File: config.mk
export PLATFORM = sky130hd
export DESIGN_NAME = sync_serial_xcvr
export DESIGN_NICKNAME = d
export VERILOG_FILES = /design/src/rtl/sst_pkg.sv /design/src/rtl/sst_fifo.sv /design/src/rtl/sst_engine.sv /design/src/rtl/sync_serial_xcvr.sv
export SDC_FILE = /design/constraint.sdc
export NUM_CORES = 1
export LEC_CHECK = 0
export BUFFER_PORTS_ARGS = -buffer_cell sky130_fd_sc_hd__buf_4
export CORE_UTILIZATION = 55
export DETAILED_ROUTE_END_ITERATION = 10
export GPL_TIMING_DRIVEN = 0
export PLACE_DENSITY = 0.81
export SETUP_SLACK_MARGIN = 0.5
export SLEW_MARGIN = 20
export SYNTH_ARGS = -nofsm -noshare
export SYNTH_HDL_FRONTEND = slang
export SYNTH_SLANG_ARGS = --single-unit
File: constraint.sdc
create_clock -name clk -period 7.8 [get_ports clk]
set_input_delay 2.34 -clock clk [delete_from_list [all_inputs] [get_ports clk]]
set_output_delay 2.34 -clock clk [all_outputs]
set_load 0.005 [all_outputs]
File: src/rtl/sst_pkg.sv
`timescale 1ns/1ps
package sst_pkg;
  typedef enum logic [1:0] {
    A_MODE = 2'd0,
    A_QCTL = 2'd1,
    A_STAT = 2'd2,
    A_DATA = 2'd3
  } sst_addr_e;

  localparam int B_TLOW = 0;
  localparam int B_RHIT = 1;
  localparam int B_OVR  = 2;
endpackage

File: src/rtl/sst_fifo.sv
`timescale 1ns/1ps
module sst_fifo #(
  parameter int W     = 8,
  parameter int DEPTH = 16
) (
  input  logic                       clk,
  input  logic                       rst_n,
  input  logic                       clr,
  input  logic                       push,
  input  logic [W-1:0]               din,
  input  logic                       pop,
  output logic [W-1:0]               dout,
  output logic [$clog2(DEPTH):0]     count,
  output logic                       full,
  output logic                       empty
);
  localparam int AW = $clog2(DEPTH);
  localparam int CW = AW + 1;

  logic [W-1:0]  mem [DEPTH];
  logic [AW-1:0] wp, rp;
  logic          do_push, do_pop;

  assign full    = (count == CW'(DEPTH));
  assign empty   = (count == '0);
  assign do_push = push && !full && !clr;
  assign do_pop  = pop && !empty && !clr;
  assign dout    = mem[rp];

  always_ff @(posedge clk) begin
    if (do_push) mem[wp] <= din;
  end

  always_ff @(posedge clk or negedge rst_n) begin
    if (!rst_n) begin
      wp <= '0; rp <= '0; count <= '0;
    end else if (clr) begin
      wp <= '0; rp <= '0; count <= '0;
    end else begin
      if (do_push) wp <= (wp == AW'(DEPTH-1)) ? '0 : wp + 1'b1;
      if (do_pop)  rp <= (rp == AW'(DEPTH-1)) ? '0 : rp + 1'b1;
      case ({do_push, do_pop})
        2'b10:   count <= count + 1'b1;
        2'b01:   count <= count - 1'b1;
        default: count <= count;
      endcase
    end
  end
endmodule

File: src/rtl/sst_engine.sv
`timescale 1ns/1ps
module sst_engine #(
  parameter int DIV = 4
) (
  input  logic       clk,
  input  logic       rst_n,
  input  logic       run,
  input  logic       lsb_first,
  input  logic       tx_avail,
  input  logic [7:0] tx_data,
  output logic       tx_pop,
  output logic       rx_push,
  output logic [7:0] rx_data,
  output logic       sclk,
  output logic       sdo,
  input  logic       sdi,
  output logic       busy
);
  localparam int DW = (DIV > 1) ? $clog2(DIV) : 1;

  logic [DW-1:0] cnt;
  logic          phase;
  logic [2:0]    bitn;
  logic [7:0]    tsr, rsr;
  logic          start, half_end;

  assign start    = !busy && run && tx_avail;
  assign half_end = busy && (cnt == DW'(DIV-1));
  assign tx_pop   = start;
  assign rx_push  = half_end && phase && (bitn == 3'd7);
  assign rx_data  = rsr;
  assign sdo      = lsb_first ? tsr[0] : tsr[7];

  always_ff @(posedge clk or negedge rst_n) begin
    if (!rst_n) begin
      busy <= 1'b0; phase <= 1'b0; sclk <= 1'b0;
      cnt <= '0; bitn <= '0; tsr <= '0; rsr <= '0;
    end else if (!busy) begin
      if (start) begin
        busy <= 1'b1; tsr <= tx_data; cnt <= '0; phase <= 1'b0; bitn <= '0;
      end
    end else if (half_end) begin
      cnt <= '0;
      if (!phase) begin
        phase <= 1'b1;
        sclk  <= 1'b1;
        rsr   <= lsb_first ? {sdi, rsr[7:1]} : {rsr[6:0], sdi};
      end else begin
        phase <= 1'b0;
        sclk  <= 1'b0;
        if (bitn == 3'd7) begin
          busy <= 1'b0;
        end else begin
          bitn <= bitn + 1'b1;
          tsr  <= lsb_first ? {1'b0, tsr[7:1]} : {tsr[6:0], 1'b0};
        end
      end
    end else begin
      cnt <= cnt + 1'b1;
    end
  end
endmodule

File: src/rtl/sync_serial_xcvr.sv
`timescale 1ns/1ps
module sync_serial_xcvr
  import sst_pkg::*;
#(
  parameter int DEPTH = 16,
  parameter int DIV   = 4
) (
  input  logic       clk,
  input  logic       rst_n,
  input  logic       reg_wr,
  input  logic       reg_rd,
  input  logic [1:0] reg_addr,
  input  logic [7:0] reg_wdata,
  output logic [7:0] reg_rdata,
  output logic       tx_irq,
  output logic       rx_irq,
  output logic       sclk,
  output logic       sdo,
  input  logic       sdi
);
  localparam int CW = $clog2(DEPTH) + 1;

  logic          run_q, tie_q, rie_q, trst_q, rrst_q, lsb_q;
  logic [1:0]    en_q, rtrg_q, ttrg_q;
  logic          tlow, rhit, ovr;
  logic [2:0]    arm_q, flags, set_v, clr_v;
  logic          wr_mode, wr_qctl, wr_stat, wr_data, rd_stat, rd_data;
  logic [CW-1:0] txf_cnt, rxf_cnt, thr_t, thr_r;
  logic          tx_full, tx_empty, rx_full, rx_empty;
  logic [7:0]    tx_head, rx_head, rx_word;
  logic          tx_pop, rx_push, busy;

  assign wr_mode = reg_wr && (reg_addr == A_MODE);
  assign wr_qctl = reg_wr && (reg_addr == A_QCTL);
  assign wr_stat = reg_wr && (reg_addr == A_STAT);
  assign wr_data = reg_wr && (reg_addr == A_DATA);
  assign rd_stat = reg_rd && (reg_addr == A_STAT);
  assign rd_data = reg_rd && (reg_addr == A_DATA);

  sst_fifo #(.W(8), .DEPTH(DEPTH)) u_txq (
    .clk(clk), .rst_n(rst_n), .clr(trst_q), .push(wr_data && !tx_full),
    .din(reg_wdata), .pop(tx_pop), .dout(tx_head), .count(txf_cnt),
    .full(tx_full), .empty(tx_empty));

  sst_fifo #(.W(8), .DEPTH(DEPTH)) u_rxq (
    .clk(clk), .rst_n(rst_n), .clr(rrst_q), .push(rx_push),
    .din(rx_word), .pop(rd_data && !rx_empty), .dout(rx_head), .count(rxf_cnt),
    .full(rx_full), .empty(rx_empty));

  sst_engine #(.DIV(DIV)) u_eng (
    .clk(clk), .rst_n(rst_n), .run(run_q), .lsb_first(lsb_q),
    .tx_avail(!tx_empty), .tx_data(tx_head), .tx_pop(tx_pop),
    .rx_push(rx_push), .rx_data(rx_word), .sclk(sclk), .sdo(sdo),
    .sdi(sdi), .busy(busy));

  always_comb begin
    case (ttrg_q)
      2'b00:   thr_t = CW'(8);
      2'b01:   thr_t = CW'(4);
      2'b10:   thr_t = CW'(2);
      default: thr_t = CW'(0);
    endcase
    case (rtrg_q)
      2'b00:   thr_r = CW'(1);
      2'b01:   thr_r = CW'(4);
      2'b10:   thr_r = CW'(8);
      default: thr_r = CW'(14);
    endcase
  end

  assign flags         = {ovr, rhit, tlow};
  assign set_v[B_TLOW] = (txf_cnt <= thr_t);
  assign set_v[B_RHIT] = (rxf_cnt >= thr_r);
  assign set_v[B_OVR]  = rx_push && rx_full;
  assign clr_v         = {3{wr_stat}} & ~reg_wdata[2:0] & arm_q;

  always_ff @(posedge clk or negedge rst_n) begin
    if (!rst_n) begin
      run_q <= 1'b0; en_q <= '0; tie_q <= 1'b0; rie_q <= 1'b0;
      rtrg_q <= '0; ttrg_q <= '0; trst_q <= 1'b0; rrst_q <= 1'b0; lsb_q <= 1'b0;
      {ovr, rhit, tlow} <= '0;
      arm_q <= '0;
    end else begin
      if (wr_mode) begin
        en_q  <= reg_wdata[1:0];
        tie_q <= reg_wdata[2];
        rie_q <= reg_wdata[3];
        if (reg_wdata[1:0] == 2'b11)      run_q <= 1'b1;
        else if (reg_wdata[1:0] == 2'b00) run_q <= 1'b0;
      end
      if (wr_qctl) begin
        rtrg_q <= reg_wdata[1:0];
        ttrg_q <= reg_wdata[3:2];
        trst_q <= reg_wdata[4];
        rrst_q <= reg_wdata[5];
        lsb_q  <= reg_wdata[6];
      end
      {ovr, rhit, tlow} <= set_v | (flags & ~clr_v);
      if (wr_stat)      arm_q <= '0;
      else if (rd_stat) arm_q <= arm_q | flags;
    end
  end

  always_comb begin
    case (reg_addr)
      A_MODE:  reg_rdata = {3'b000, run_q, rie_q, tie_q, en_q};
      A_QCTL:  reg_rdata = {1'b0, lsb_q, rrst_q, trst_q, ttrg_q, rtrg_q};
      A_STAT:  reg_rdata = {5'b00000, flags};
      default: reg_rdata = rx_head;
    endcase
  end

  assign tx_irq = tlow && tie_q;
  assign rx_irq = (rhit || ovr) && rie_q;
endmodule

* Word-level counts from Yosys, hierarchy flattened
Memory sizes are Yosys's and may differ from the RTL's.
Index checks and enable logic that the tools add are counted.
** Storage, ports and cells
- RAM bits :: 256
- Bits in registers :: 68
- Input port bits :: 15
- Memories kept :: 2
** Cells by class
- Bitwise operators :: 8
- Mux-type cells :: 52
- Equal/unequal tests :: 23
- $lt $le $gt $ge :: 2
- Reduce and logical (&&, ||, !) cells :: 52
- Add/subtract/negate cells :: 10
** Memory list
- u_rxq.mem :: depth 16, bits a word 8, rd ports 1, clocked after memory_dff 0, write ports 1, line sst_fifo.sv:20 : logic [W-1:0] mem [DEPTH];
- u_txq.mem :: depth 16, bits a word 8, rd ports 1, clocked after memory_dff 0, write ports 1, line sst_fifo.sv:20
** Operator list (number)
- two-way mux 8 bit :: 7
- two-way mux 4 bit :: 12
- logical AND 1 bit :: 24
- case mux 4 bit (3 select lines) :: 2
- case mux 8 bit (3 select lines) :: 1
- two-way mux 3 bit :: 7
- case mux 5 bit (2 select lines) :: 2
- adder 4 x 1 -> 4 bit, second input constant :: 4
- equality test 2 bit, second input constant :: 8
- equality test 4 bit, second input constant :: 4
- two-way mux 1 bit :: 16
- nonzero test 2 bit :: 7
- adder 5 x 1 -> 5 bit, second input constant :: 2
- equality test 2 x 1 -> 1 bit, second input constant :: 5
- equality test 5 bit, second input constant :: 2
- zero test 5 bit :: 2
- two-way mux 5 bit :: 2
- subtractor 5 x 1 -> 5 bit, second input constant :: 2
- AND 3 bit :: 3
- zero test 2 bit :: 4
- zero test 1 bit :: 7
- two-way mux 2 bit :: 3
- inequality test 2 bit, second input constant :: 3
- NOT 3 bit :: 2
- other kinds (12) :: 16

* Depth between registers and ports, before layout
Gate-level depths: netlist (run 1).
- Word-level depth :: 9
- Mapped depth :: 11
- Gate-level depth less buffers :: 11

* Hierarchy
From an unflattened synthesis (run 1), not the netlist that was laid out.
** Unflattened totals
- Cells, all modules :: 940
- Area total of the unflattened synthesis :: 14139.8 um^2
** Modules (own cells, without submodules)
- sst_fifo :: cells each 363, times used 2, sequential area each 4169.0 um^2, area an instance 5895.7 um^2
- sst_engine :: cells each 114, times used 1, sequential area each 600.6 um^2, area an instance 1217.4 um^2
- sync_serial_xcvr :: cells each 100, times used 1, sequential area each 450.4 um^2, area an instance 1131.1 um^2

* Worst setup path before layout (run 1)
Ideal clock, no wire load.
- Kind :: input -> output
- Start point :: input reg_addr[0]
- End point :: output reg_rdata[1]
- Setup slack :: 2022 ps
- Buffers on the path :: 2
- Arrival time :: 3438 ps
- Stages on the path :: 3
- Path through :: clkbuf_1 > clkbuf_1 > mux4_2
** On the way
- Longest elaborated chain between the ends :: 2
- Elaborated cells on any way between the ends :: 4
- Classes of those cells :: eq/ne (2); mux (1); reduce/logical (1)
** Ends and longest elaborated chain
- start, declared :: line sync_serial_xcvr.sv:12 : input logic [1:0] reg_addr,
- equality test 2 bit (tied with other cells) :: line sync_serial_xcvr.sv:105 : case (reg_addr)
- case mux 8 bit (3 select lines) (*) :: line sync_serial_xcvr.sv:105
- end, declared :: line sync_serial_xcvr.sv:14 : output logic [7:0] reg_rdata,
Mark *: on every way between the ends. The rest lies on a longest branch, timed or not.

* Worst setup path in the final report (run 1)
Same ends and word-level chain as after synthesis.

==> results.ini, run 1 <==
[sta]
setup_total_negative_slack_ns = 0
report.final.hold_viol_count = 0
relSlewSlack = 0.389
final_max_slew_viol_count = 0
rsz0062_at_grt = no
min_period_ns = 6.26
timing.fmax_ghz = 0.160
clock-skew-final_ns = 0.0208
period_share = 0.803
holdWs_ns = 0.481
setup_viol = 0
worst_slew_pin_slew_ns = 0.916

[place]
detailed_place.area_sq_mm = 0.0144
globalplace.congestion = 0.832
port_buffers = 24
hpwl_um = 18900

[synth]
synth_top_family_by_area = multiplexers
post_synth_fa_ha_maj_area_fraction = 0.0250
synth.mux.area_fraction = 0.164
syn-instance-count = 813
synth-edff-count = 256
yosys_warns = 0
postSynthRegisterBits = 324
synth-simple-area-share = 0.0660
avgSynthCellArea_sq_um = 17.0
yosys.cell_types.count = 55
synthesis.area_sq_mm = 0.0138
postSynthNetCount = 855
dominant_register_cell_in_the_synthesized_netlist = edfxtp_1
synth.yosys.seq_area_share = 0.680
post_synth_xor_area_fraction = 0.00698
async_reset_ff_frac = 0.210
compound_gate_portion_of_the_synthesized_area = 0.0397

[global_route]
grt_max_degree = 69
global_route.overflow_total = 0
number_of_antenna_violations_at_the_first_check_in_global_routing = 0
via_count_of_the_first_global_routing_pass = 7808
grt_usage = 0.243
grt_pass1_wl_um = 46600

[critical_path]
worst_setup_path_end_kind = output pin
critPathRequiredTime_ns = 5.46
cp-start-kind = primary input
worst_setup_path_startpoint = reg_addr[0]
timing.setup.critical_path_class = primary input to output pin
crit_path_max_fanout = 10
regToRegStartpoint = u_txq.count[0]
critPathArrivalTime_ns = 3.92

[power]
share_clk_of_total_power = 0.392
part_of_the_total_power_dissipated_in_sequential_elements = 0.522
p_int_uw = 3100
power-per-cell-area_mw_per_mm2 = 264
peakVddDrop_v = 0.000242
p_sw_uw = 1000
static-leakage-power_uw = 0.00540
netSwitchingFraction = 0.244
comb_power_share = 0.087

[status]
outcome = completed

[layout]
final_net_count = 916
post_route_cells_drive_above_1_share = 0.218
synthToLayoutAreaGrowth_pct = 12.5
design_area_sq_mm = 0.0155
num-fill-cells = 1619
n_antenna_cell = 0

[floorplanning]
placeableCoreArea_sq_mm = 0.0245
floorplan.die.height_um = 160
rows = 57
floorplan.die_area_sq_mm = 0.0257
floorplan.initialDensity = 0.564
floorplan.io_pins = 27
die_width_um = 160

[min_path]
hold_path_startpoint = u_eng.sclk
min_path_type = register to register

[cts]
cts_tree = built
cts_htree_levels = 2
clk_transition_reported_paths_ns = 0.06
max-clock-path-buffers = 3
clkLatencyLatePin_ns = 0.53
clk_root_buffer_cell = clkbuf_16
cts.sinks = 324
post_cts_buffers = 0
post_cts_hold_buffer_count = 0
post_cts_resized = 0
number_of_buffers_inserted_during_clock_tree_synthesis = 34

[drt]
final_antenna_net_count = 0
detailroute.via_count = 7672
detail_route.drc_violations = 0
drt-vias-per-instance = 6.27
drt-pass1-iter-count = 6
wirelength_um = 29900
wire_per_inst_um = 24.4
initialDrtViolationCount = 820

[job]
timing.max_cap.violations = 0

==> area by class of cell <==
| type | instances | area (sq um) | share of cell area |
|---|---|---|---|
| repair buffers | 25 | 185 | 0.0119 |
| multi-input cells | 433 | 4200 | 0.270 |
| clock buffers | 42 | 912 | 0.0587 |
| plain buffers | 43 | 204 | 0.0131 |
| inverters | 13 | 48.8 | 0.00314 |
| clock inverters | 20 | 186 | 0.0120 |
| well taps | 324 | 405 | 0.0261 |
| flip-flops and latches | 324 | 9390 | 0.605 |
==> registers in the layout, indices dropped and copies added, names as in the netlist, 5 cells and up <==
signal / flops
u_txq.mem: 128
u_txq.count: 5
u_rxq.count: 5
u_rxq.mem: 128
u_eng.tsr: 8
u_eng.rx_data: 8
==> synth_stat cells (all sizes together) (9+ instances only) <==
master  instances  area [sq um]
a21oi          25           125
mux2           14           158
nor3           13          65.1
clkbuf         29           109
ha             26           325
edfxtp        256          7690
buf            14          95.1
nand2b          9          56.3
inv            13          48.8
mux4           84          1890
nor2           37           141
dfrtp          68          1700
o21ai          39           195
nand2          61           229
mux2i          21           210
and2           13          81.3
==> worst paths after layout <==
check | to | slack (ns) | cells past startpoint
worst max-delay path | reg_rdata[1] | 1.54 | 4
worst min-delay path | u_eng.sclk | 0.48 | 2
worst max register to register | u_txq.count[4] | 4.63 | 10
max in group asynchronous | u_rxq.wp[1] | 5.24 | 1
worst min register to register | u_eng.sclk | 0.48 | 2
min in group asynchronous | u_eng.tsr[2] | 1.92 | 1
==> metrics by stage <==
step,utilization,total power [uW],worst slack (ns),instances
5_1_grt,0.635,4220,1.48,1224
4_1_cts,0.635,4100,1.53,1224
2_1_floorplan,-,2360,2.02,813
3_3_place_gp,0.588,2490,1.54,1161
3_5_place_dp,0.590,2520,1.52,1162
6_report,0.635,4100,1.54,1224
==> cells in the final DEF, fill, tap and decap left out, types with 3 or more instances in the layout <==
cell         n
nor3_2       6
o21a_1       3
o21ai_0     13
nand4b_1     3
nor2_1      36
or3_1        4
xor2_1       6
nor4_1       5
nand2b_1     9
bufinv_16    3
buf_4       26
a21oi_1     25
nor2b_1      7
nor3_1       7
nand3b_1     3
dfrtp_1     68
a31oi_1      4
mux2_2      12
edfxtp_1   256
xnor2_1      5
clkinv_2     6
and3_1       7
clkbuf_1    35
buf_2       10
and2_1      13
or4_1        3
ha_1        26
inv_1       12
nand2_1     61
clkbuf_16   35
o21ai_1     26
nand3_1      8
mux2i_1     21
mux4_2      84
nor3b_1      6
clkinv_1     8
a21o_1       5
==> metal layers <==
| metal | up-vias | share of wire | GRT usage |
|---|---|---|---|
| met5 | - | 0 | 0 |
| met3 | 80 | 0.063 | 0.0336 |
| met1 | 3926 | 0.38 | 0.311 |
| met4 | 0 | 0.037 | 0.0978 |
| li1 | 3316 | - | - |
| met2 | 350 | 0.52 | 0.421 |
==> critical path: stages <==
cell and delay, ns:
clkbuf_1 0.24, clkbuf_1 0.59, mux4_2 0.60, buf_4 0.15
==> cells by family after synthesis <==
logic type | after synthesis
and+or+nand+nor | 184
AOI/OAI and AO/OA | 92
muxes | 119
xor gates and xnor gates | 11
buffers and inverters | 56
adders and majority gates | 27
DFF | 324
==> power by group through the flow <==
stage,Sequential [uW],Clock (uW),Combinational (uW)
finish,2140,1600,356
floorplan,2120,0,241
global route,2150,1670,397
CTS,2140,1610,356
global placement,2160,0,334
detailed placement,2170,0,351
Power figures use the tool's default switching activity.
==> run 2, diff against run 1 <==
--- a/config.mk
+++ b/config.mk
@@ -9,7 +9,7 @@
 export CORE_UTILIZATION = 55
 export DETAILED_ROUTE_END_ITERATION = 10
 export GPL_TIMING_DRIVEN = 0
-export PLACE_DENSITY = 0.81
+export PLACE_DENSITY = 0.84
 export SETUP_SLACK_MARGIN = 0.5
 export SLEW_MARGIN = 20
 export SYNTH_ARGS = -nofsm -noshare
==> constraint.sdc (replaced) <==
create_clock -name clk -period 5.16 [get_ports clk]
set_input_delay 1.548 -clock clk [delete_from_list [all_inputs] [get_ports clk]]
set_output_delay 1.548 -clock clk [all_outputs]
set_load 0.005 [all_outputs]
==> results.ini, run 2 (synthesis results as in run 1) <==
[drt]
drt-vias-per-instance = 6.22  ; -0.78%
wire_per_inst_um = 24.3  ; -0.41%
initialDrtViolationCount = 855  ; +4.3%
detailroute.via_count = 7612  ; -0.78%
final_antenna_net_count = 0  ; unchanged
drt-pass1-iter-count = 5  ; -1
wirelength_um = 29800  ; -0.41%
detail_route.drc_violations = 0  ; unchanged

[sta]
setup_total_negative_slack_ns = 0  ; unchanged
report.final.hold_viol_count = 0  ; unchanged
holdWs_ns = 0.488  ; +0.00734 ns
setup_viol = 0  ; unchanged
min_period_ns = 4.60
rsz0062_at_grt = no
worst_slew_pin_slew_ns = 0.904  ; -0.0118 ns
timing.fmax_ghz = 0.218
relSlewSlack = 0.397  ; +0.00785
period_share = 0.891
final_max_slew_viol_count = 0  ; unchanged
clock-skew-final_ns = 0.0320  ; +0.0112 ns

[power]
part_of_the_total_power_dissipated_in_sequential_elements = 0.528  ; +0.006
p_sw_uw = 1530  ; +53%
power-per-cell-area_mw_per_mm2 = 395  ; +50%
p_int_uw = 4600  ; +49%
peakVddDrop_v = 0.000325  ; +34%
static-leakage-power_uw = 0.00540  ; about the same
netSwitchingFraction = 0.249  ; +0.00496
share_clk_of_total_power = 0.385  ; -0.007
comb_power_share = 0.087  ; about the same

[floorplanning]
floorplan.die_area_sq_mm = 0.0257  ; unchanged
floorplan.io_pins = 27  ; unchanged
placeableCoreArea_sq_mm = 0.0245  ; unchanged
floorplan.initialDensity = 0.564  ; unchanged
rows = 57  ; unchanged
floorplan.die.height_um = 160  ; unchanged
die_width_um = 160  ; unchanged

[cts]
cts.sinks = 324  ; unchanged
clk_root_buffer_cell = clkbuf_16
cts_tree = built
number_of_buffers_inserted_during_clock_tree_synthesis = 34  ; unchanged
post_cts_resized = 4  ; +4
post_cts_hold_buffer_count = 0  ; unchanged
clkLatencyLatePin_ns = 0.53  ; about the same
cts_htree_levels = 2  ; unchanged
clk_transition_reported_paths_ns = 0.06  ; about the same
post_cts_buffers = 0  ; unchanged
max-clock-path-buffers = 3  ; unchanged

[layout]
n_antenna_cell = 0  ; unchanged
post_route_cells_drive_above_1_share = 0.223  ; +0.00556
reg_top3 = u_rxq.mem x128, u_txq.mem x128
finalCoreUtilization = 0.634  ; about the same
design_area_sq_mm = 0.0155  ; about the same
final_cell_mix = 256 x edfxtp_1, 84 x mux4_2, 68 x dfrtp_1
fin_cells = 1224  ; unchanged
synthToLayoutAreaGrowth_pct = 12.4  ; about the same
layout_commonest_cell = edfxtp_1
num-fill-cells = 1643  ; +1.5%
final_net_count = 916  ; unchanged

[critical_path]
critical-path-top-delay-family = buffers and inverters
timing.setup.critical_path_class = primary input to output pin
cp-start-kind = primary input
timing.critical_path.mode_cell = buf_4
critical_path.cell_chain = buf_4, clkbuf_1, mux4_2, buf_4
critPathArrivalTime_ns = 3.05  ; -0.87 ns
critPathRequiredTime_ns = 3.61  ; -1.85 ns
slowest_delay_ns = 0.65  ; +0.05 ns
regToRegStartpoint = u_rxq.count[1]
worst_setup_path_startpoint = reg_addr[1]
worst_setup_path_end_kind = output pin
sum_of_buffers_and_inverters_on_the_critical_path = 3  ; unchanged
crit_path_max_fanout = 10  ; unchanged
slowest_stage = mux4_2

[place]
globalplace.congestion = 0.814  ; -2.2%
hpwl_um = 19300  ; +2.2%
port_buffers = 24  ; unchanged
numPlacedInstances = 1162  ; unchanged
detailed_place.area_sq_mm = 0.0144  ; about the same

[job]
timing.max_cap.violations = 0  ; unchanged

[min_path]
hold_path_startpoint = u_eng.sclk
min_path_type = register to register

[global_route]
global_route.overflow_total = 0  ; unchanged
grt_pass1_wl_um = 46500  ; -0.21%
grt_max_degree = 69  ; unchanged
via_count_of_the_first_global_routing_pass = 7852  ; +0.56%
number_of_antenna_violations_at_the_first_check_in_global_routing = 0  ; unchanged
grt_usage = 0.242  ; -0.000787

[status]
outcome = completed

-- run 2: cell types whose count changed in the layout (fill, tap and decap cells not counted), sizes merged --
cell	before	now
clkinvlp	1	2
buf	39	37
bufinv	3	2
clkbuf	71	72
clkinv	14	15
-- run 2: stage by stage --
stage          setup WS (ns)  power [uW]
6_report               0.563        6130
5_1_grt                0.503        6340
4_1_cts                0.502        6150
3_5_place_dp           0.471        3810
3_3_place_gp           0.474        3770
2_1_floorplan          0.966        3570
-- run 2: final cells by class --
| class | instances | area [sq um] | area share |
|---|---|---|---|
| tap | 324 | 405 | 0.0261 |
| timing repair buffer | 25 | 188 | 0.0121 |
| sequential | 324 | 9390 | 0.605 |
| clock inverter | 21 | 196 | 0.0127 |
| clock buffer | 41 | 877 | 0.0565 |
| inverter | 13 | 48.8 | 0.00314 |
| multi-input combinational | 433 | 4200 | 0.270 |
| buffer | 43 | 219 | 0.0141 |
-- run 2: routing by layer --
| metal | part of all wire | routed length [um] | track usage | vias up |
|---|---|---|---|---|
| met5 | 0 | 0 | 0 | - |
| met4 | 0.025 | 742 | 0.0758 | 0 |
| met1 | 0.39 | 11500 | 0.310 | 3941 |
| li1 | - | - | - | 3313 |
| met2 | 0.53 | 15800 | 0.425 | 303 |
| met3 | 0.058 | 1730 | 0.0393 | 55 |
-- run 2: path summary, 6_finish.rpt --
kind | end | slack, ns | cells past startpoint
min | u_eng.sclk | 0.49 | 2
max | reg_rdata[2] | 0.56 | 4
min reg2reg | u_eng.sclk | 0.49 | 2
max reg2reg | u_rxq.count[4] | 2.02 | 10
min in group asynchronous | u_eng.tsr[4] | 1.15 | 1
max in group asynchronous | u_rxq.count[2] | 3.39 | 1
-- run 2: power groups by stage --
stage	clock network [uW]	registers (uW)	logic, uW
floorplan	0	3210	365
global route	2480	3260	600
detailed placement	0	3280	529
finish	2360	3230	534
global placement	0	3260	506
CTS	2380	3230	536
-- run 2: worst min-delay path: stages (launching register included) --
cell and delay (ns):
dfrtp_1 0.34, nand2_1 0.05, nand2_1 0.06
==> run 3, diff against run 2 <==
--- a/config.mk
+++ b/config.mk
@@ -11,7 +11,8 @@
 export GPL_TIMING_DRIVEN = 0
 export PLACE_DENSITY = 0.84
 export SETUP_SLACK_MARGIN = 0.5
-export SLEW_MARGIN = 20
+export SLEW_MARGIN = 10
 export SYNTH_ARGS = -nofsm -noshare
 export SYNTH_HDL_FRONTEND = slang
+export SYNTH_HIERARCHICAL = 1
 export SYNTH_SLANG_ARGS = --single-unit
==> results.ini, run 3 <==
[floorplanning]
floorplan.initialDensity = 0.562  ; -0.00270
rows = 58  ; +1.8%
floorplan.io_pins = 27  ; unchanged
floorplan.die.height_um = 162  ; +1.2%
placeableCoreArea_sq_mm = 0.0252  ; +2.9%
floorplan.die_area_sq_mm = 0.0264  ; +2.4%
die_width_um = 162  ; +1.2%

[global_route]
global_route.overflow_total = 0  ; unchanged
grt_max_degree = 69  ; unchanged
grt_usage = 0.239  ; -0.00334
via_count_of_the_first_global_routing_pass = 8386  ; +6.8%
number_of_antenna_violations_at_the_first_check_in_global_routing = 0  ; unchanged
grt_pass1_wl_um = 47100  ; +1.4%

[synth]
yosysMostFrequentCell = edfxtp_1
postSynthNetCount = 984  ; +15%
yosysTopAreaCell = edfxtp_1
synth-edff-count = 256  ; unchanged
yosys_warns = 6  ; +6
avgSynthCellArea_sq_um = 15.0  ; -11%
synth_top_cells_by_area = edfxtp_1 54%, dfrtp_1 12%, mux4_2 5.6%
dominant_register_cell_in_the_synthesized_netlist = edfxtp_1
synth.yosys.seq_area_share = 0.664  ; -0.0163
yosys.cell_types.count = 58  ; +5.5%
synth.top_cell.area_share = 0.544  ; -0.0133
netlist_top_cells_count = 256 x edfxtp_1, 73 x nor2_1, 72 x mux2i_1, 68 x dfrtp_1, 58 x nand2_1
async_reset_ff_frac = 0.210  ; unchanged
synthesis.area_sq_mm = 0.0141  ; +2.4%
syn-instance-count = 940  ; +16%
postSynthRegisterBits = 324  ; unchanged

[critical_path]
stages_on_worst_setup_path = 9  ; +5
critical-path-top-delay-family = simple AND/OR/NAND/NOR gates
reg2reg_depth = 9  ; -1
slowest_delay_ns = 1.01  ; +0.36 ns
worst_setup_path_end_kind = register
sum_of_buffers_and_inverters_on_the_critical_path = 3  ; unchanged
timing.setup.critical_path_class = primary input to register
cp-start-kind = primary input
crit_path_max_fanout = 10  ; unchanged
timing.critical_path.mode_cell = nand2_1
critPathArrivalTime_ns = 4.73  ; +1.68 ns
slowest_stage = nor3_1
critPathRequiredTime_ns = 5.33  ; +1.72 ns
critical_path.cell_chain = buf_4, buf_2, nand2_1, nor3b_1, clkbuf_1, a21boi_1, and2b_1, nand2_1, nor3_1

[drt]
detail_route.drc_violations = 0  ; unchanged
wire_per_inst_um = 23.0  ; -5.5%
initialDrtViolationCount = 928  ; +8.5%
drt-pass1-iter-count = 6  ; +1
detailroute.via_count = 8461  ; +11%
drt-vias-per-instance = 6.27  ; +0.85%
wirelength_um = 31000  ; +4.1%
final_antenna_net_count = 0  ; unchanged

[min_path]
hold_path_depth = 2  ; unchanged
min_path_type = register to register

[cts]
cts_tree = built
clk_root_buffer_cell = clkbuf_16
max-clock-path-buffers = 3  ; unchanged
post_cts_hold_buffer_count = 0  ; unchanged
clkLatencyLatePin_ns = 0.56  ; +0.03 ns
cts.sinks = 324  ; unchanged
number_of_buffers_inserted_during_clock_tree_synthesis = 31  ; -8.8%
cts_htree_levels = 1  ; -1
clk_transition_reported_paths_ns = 0.06  ; about the same

[layout]
final_cell_mix = 256 x edfxtp_1, 73 x nor2_1, 72 x mux2i_1
n_antenna_cell = 0  ; unchanged
layout_commonest_cell = edfxtp_1
final_net_count = 1041  ; +14%
num-fill-cells = 1701  ; +3.5%
finalCoreUtilization = 0.629  ; -0.00580
post_route_cells_drive_above_1_share = 0.181  ; -0.0428
reg_top3 = u_rxq/mem x128, u_txq/mem x128
synthToLayoutAreaGrowth_pct = 12.0

[sta]
final_max_slew_viol_count = 0  ; unchanged
setup_total_negative_slack_ns = 0  ; unchanged
clock-skew-final_ns = 0.0163  ; -0.0157 ns
timing.fmax_ghz = 0.219  ; +0.71%
period_share = 0.885  ; -0.00631
relSlewSlack = 0.154  ; -0.244
worst_slew_pin_slew_ns = 1.26  ; +0.356 ns
report.final.hold_viol_count = 0  ; unchanged
setup_viol = 0  ; unchanged
min_period_ns = 4.56  ; -0.0326 ns
timing.final.ws_setup_ns = 0.596  ; +0.0326 ns
rsz0062_at_grt = no

[place]
globalplace.congestion = 0.859  ; +5.5%
dpl_worst_slack_ns = 0.0972  ; -0.374 ns
hpwl_um = 19800  ; +2.5%
port_buffers = 24  ; unchanged

[power]
power-per-cell-area_mw_per_mm2 = 416  ; +5.5%
static-leakage-power_uw = 0.00562  ; +4.1%
peakVddDrop_v = 0.000328  ; +0.91%

[job]
timing.max_cap.violations = 0  ; unchanged

[status]
outcome = completed

[run 3: final timing paths]
path / startpoint / slack [ns] / endpoint
min reg2reg: u_rxq/count[4] / 0.50 / rhit
max reg2reg: u_eng/busy / 1.15 / u_rxq/mem[0][7]
min in group asynchronous: rst_n / 1.09 / u_txq/rp[3]
max in group asynchronous: rst_n / 3.41 / ovr
max: reg_addr[1] / 0.60 / u_txq/mem[3][7]
min: u_rxq/count[4] / 0.50 / rhit
[run 3: layout make-up]
cell class	count	area [sq um]	area share
Inverter	21	78.8	0.00498
Clock inverter	24	285	0.0180
Tap cell	330	413	0.0261
Sequential cell	324	9390	0.593
Buffer	51	265	0.0168
Multi-Input combinational cell	544	4440	0.281
Clock buffer	31	776	0.0490
Timing Repair Buffer	24	180	0.0114
[run 3: per-stage QoR]
step	hold slack [ns]	total power, uW	std cells	cell area [sq um]
4_1_cts	0.497	6610	1349	15800
5_1_grt	0.516	6830	1349	15800
6_report	0.497	6590	1349	15800
2_1_floorplan	0.436	3940	940	14100
3_5_place_dp	0.480	4280	1294	14700
3_3_place_gp	0.478	4220	1294	14700
[run 3: power by group]
group	leakage (uW)	total (uW)	switching, uW	internal, uW
Sequential	0.00318	3340	273	3070
Clock	0.000514	2340	947	1390
Combinational	0.00193	906	480	426
[run 3: per-layer routing]
layer / GRT usage / wire (um) / part of all wire
met1: 0.311 / 11900 / 0.38
met2: 0.397 / 15500 / 0.50
met3: 0.0344 / 2180 / 0.070
met4: 0.113 / 1420 / 0.046
met5: 0 / 0 / 0
[run 3: worst min-delay path: stages, from the launching register on]
cell,delay (ns)
dfrtp_1,0.35
nor2_1,0.05
o211ai_1,0.06
[run 3: cell families (layout without fill, tap and decap cells)]
logic type	count (synthesis)	after routing	share of synthesized area
xor+xnor	8	8	0.00496
compound gates	159	159	0.0728
flops	324	324	0.664
buf+inv	72	151	0.0232
simple gates	200	200	0.0687
mux	148	148	0.140
fa+ha+maj	29	29	0.0267
[run 3: repair_timing]
item,in CTS,in global routing
gates resized for setup,3,9
endpoints found under the setup margin,3,4
setup buffers,0,0
pin swaps,0,0
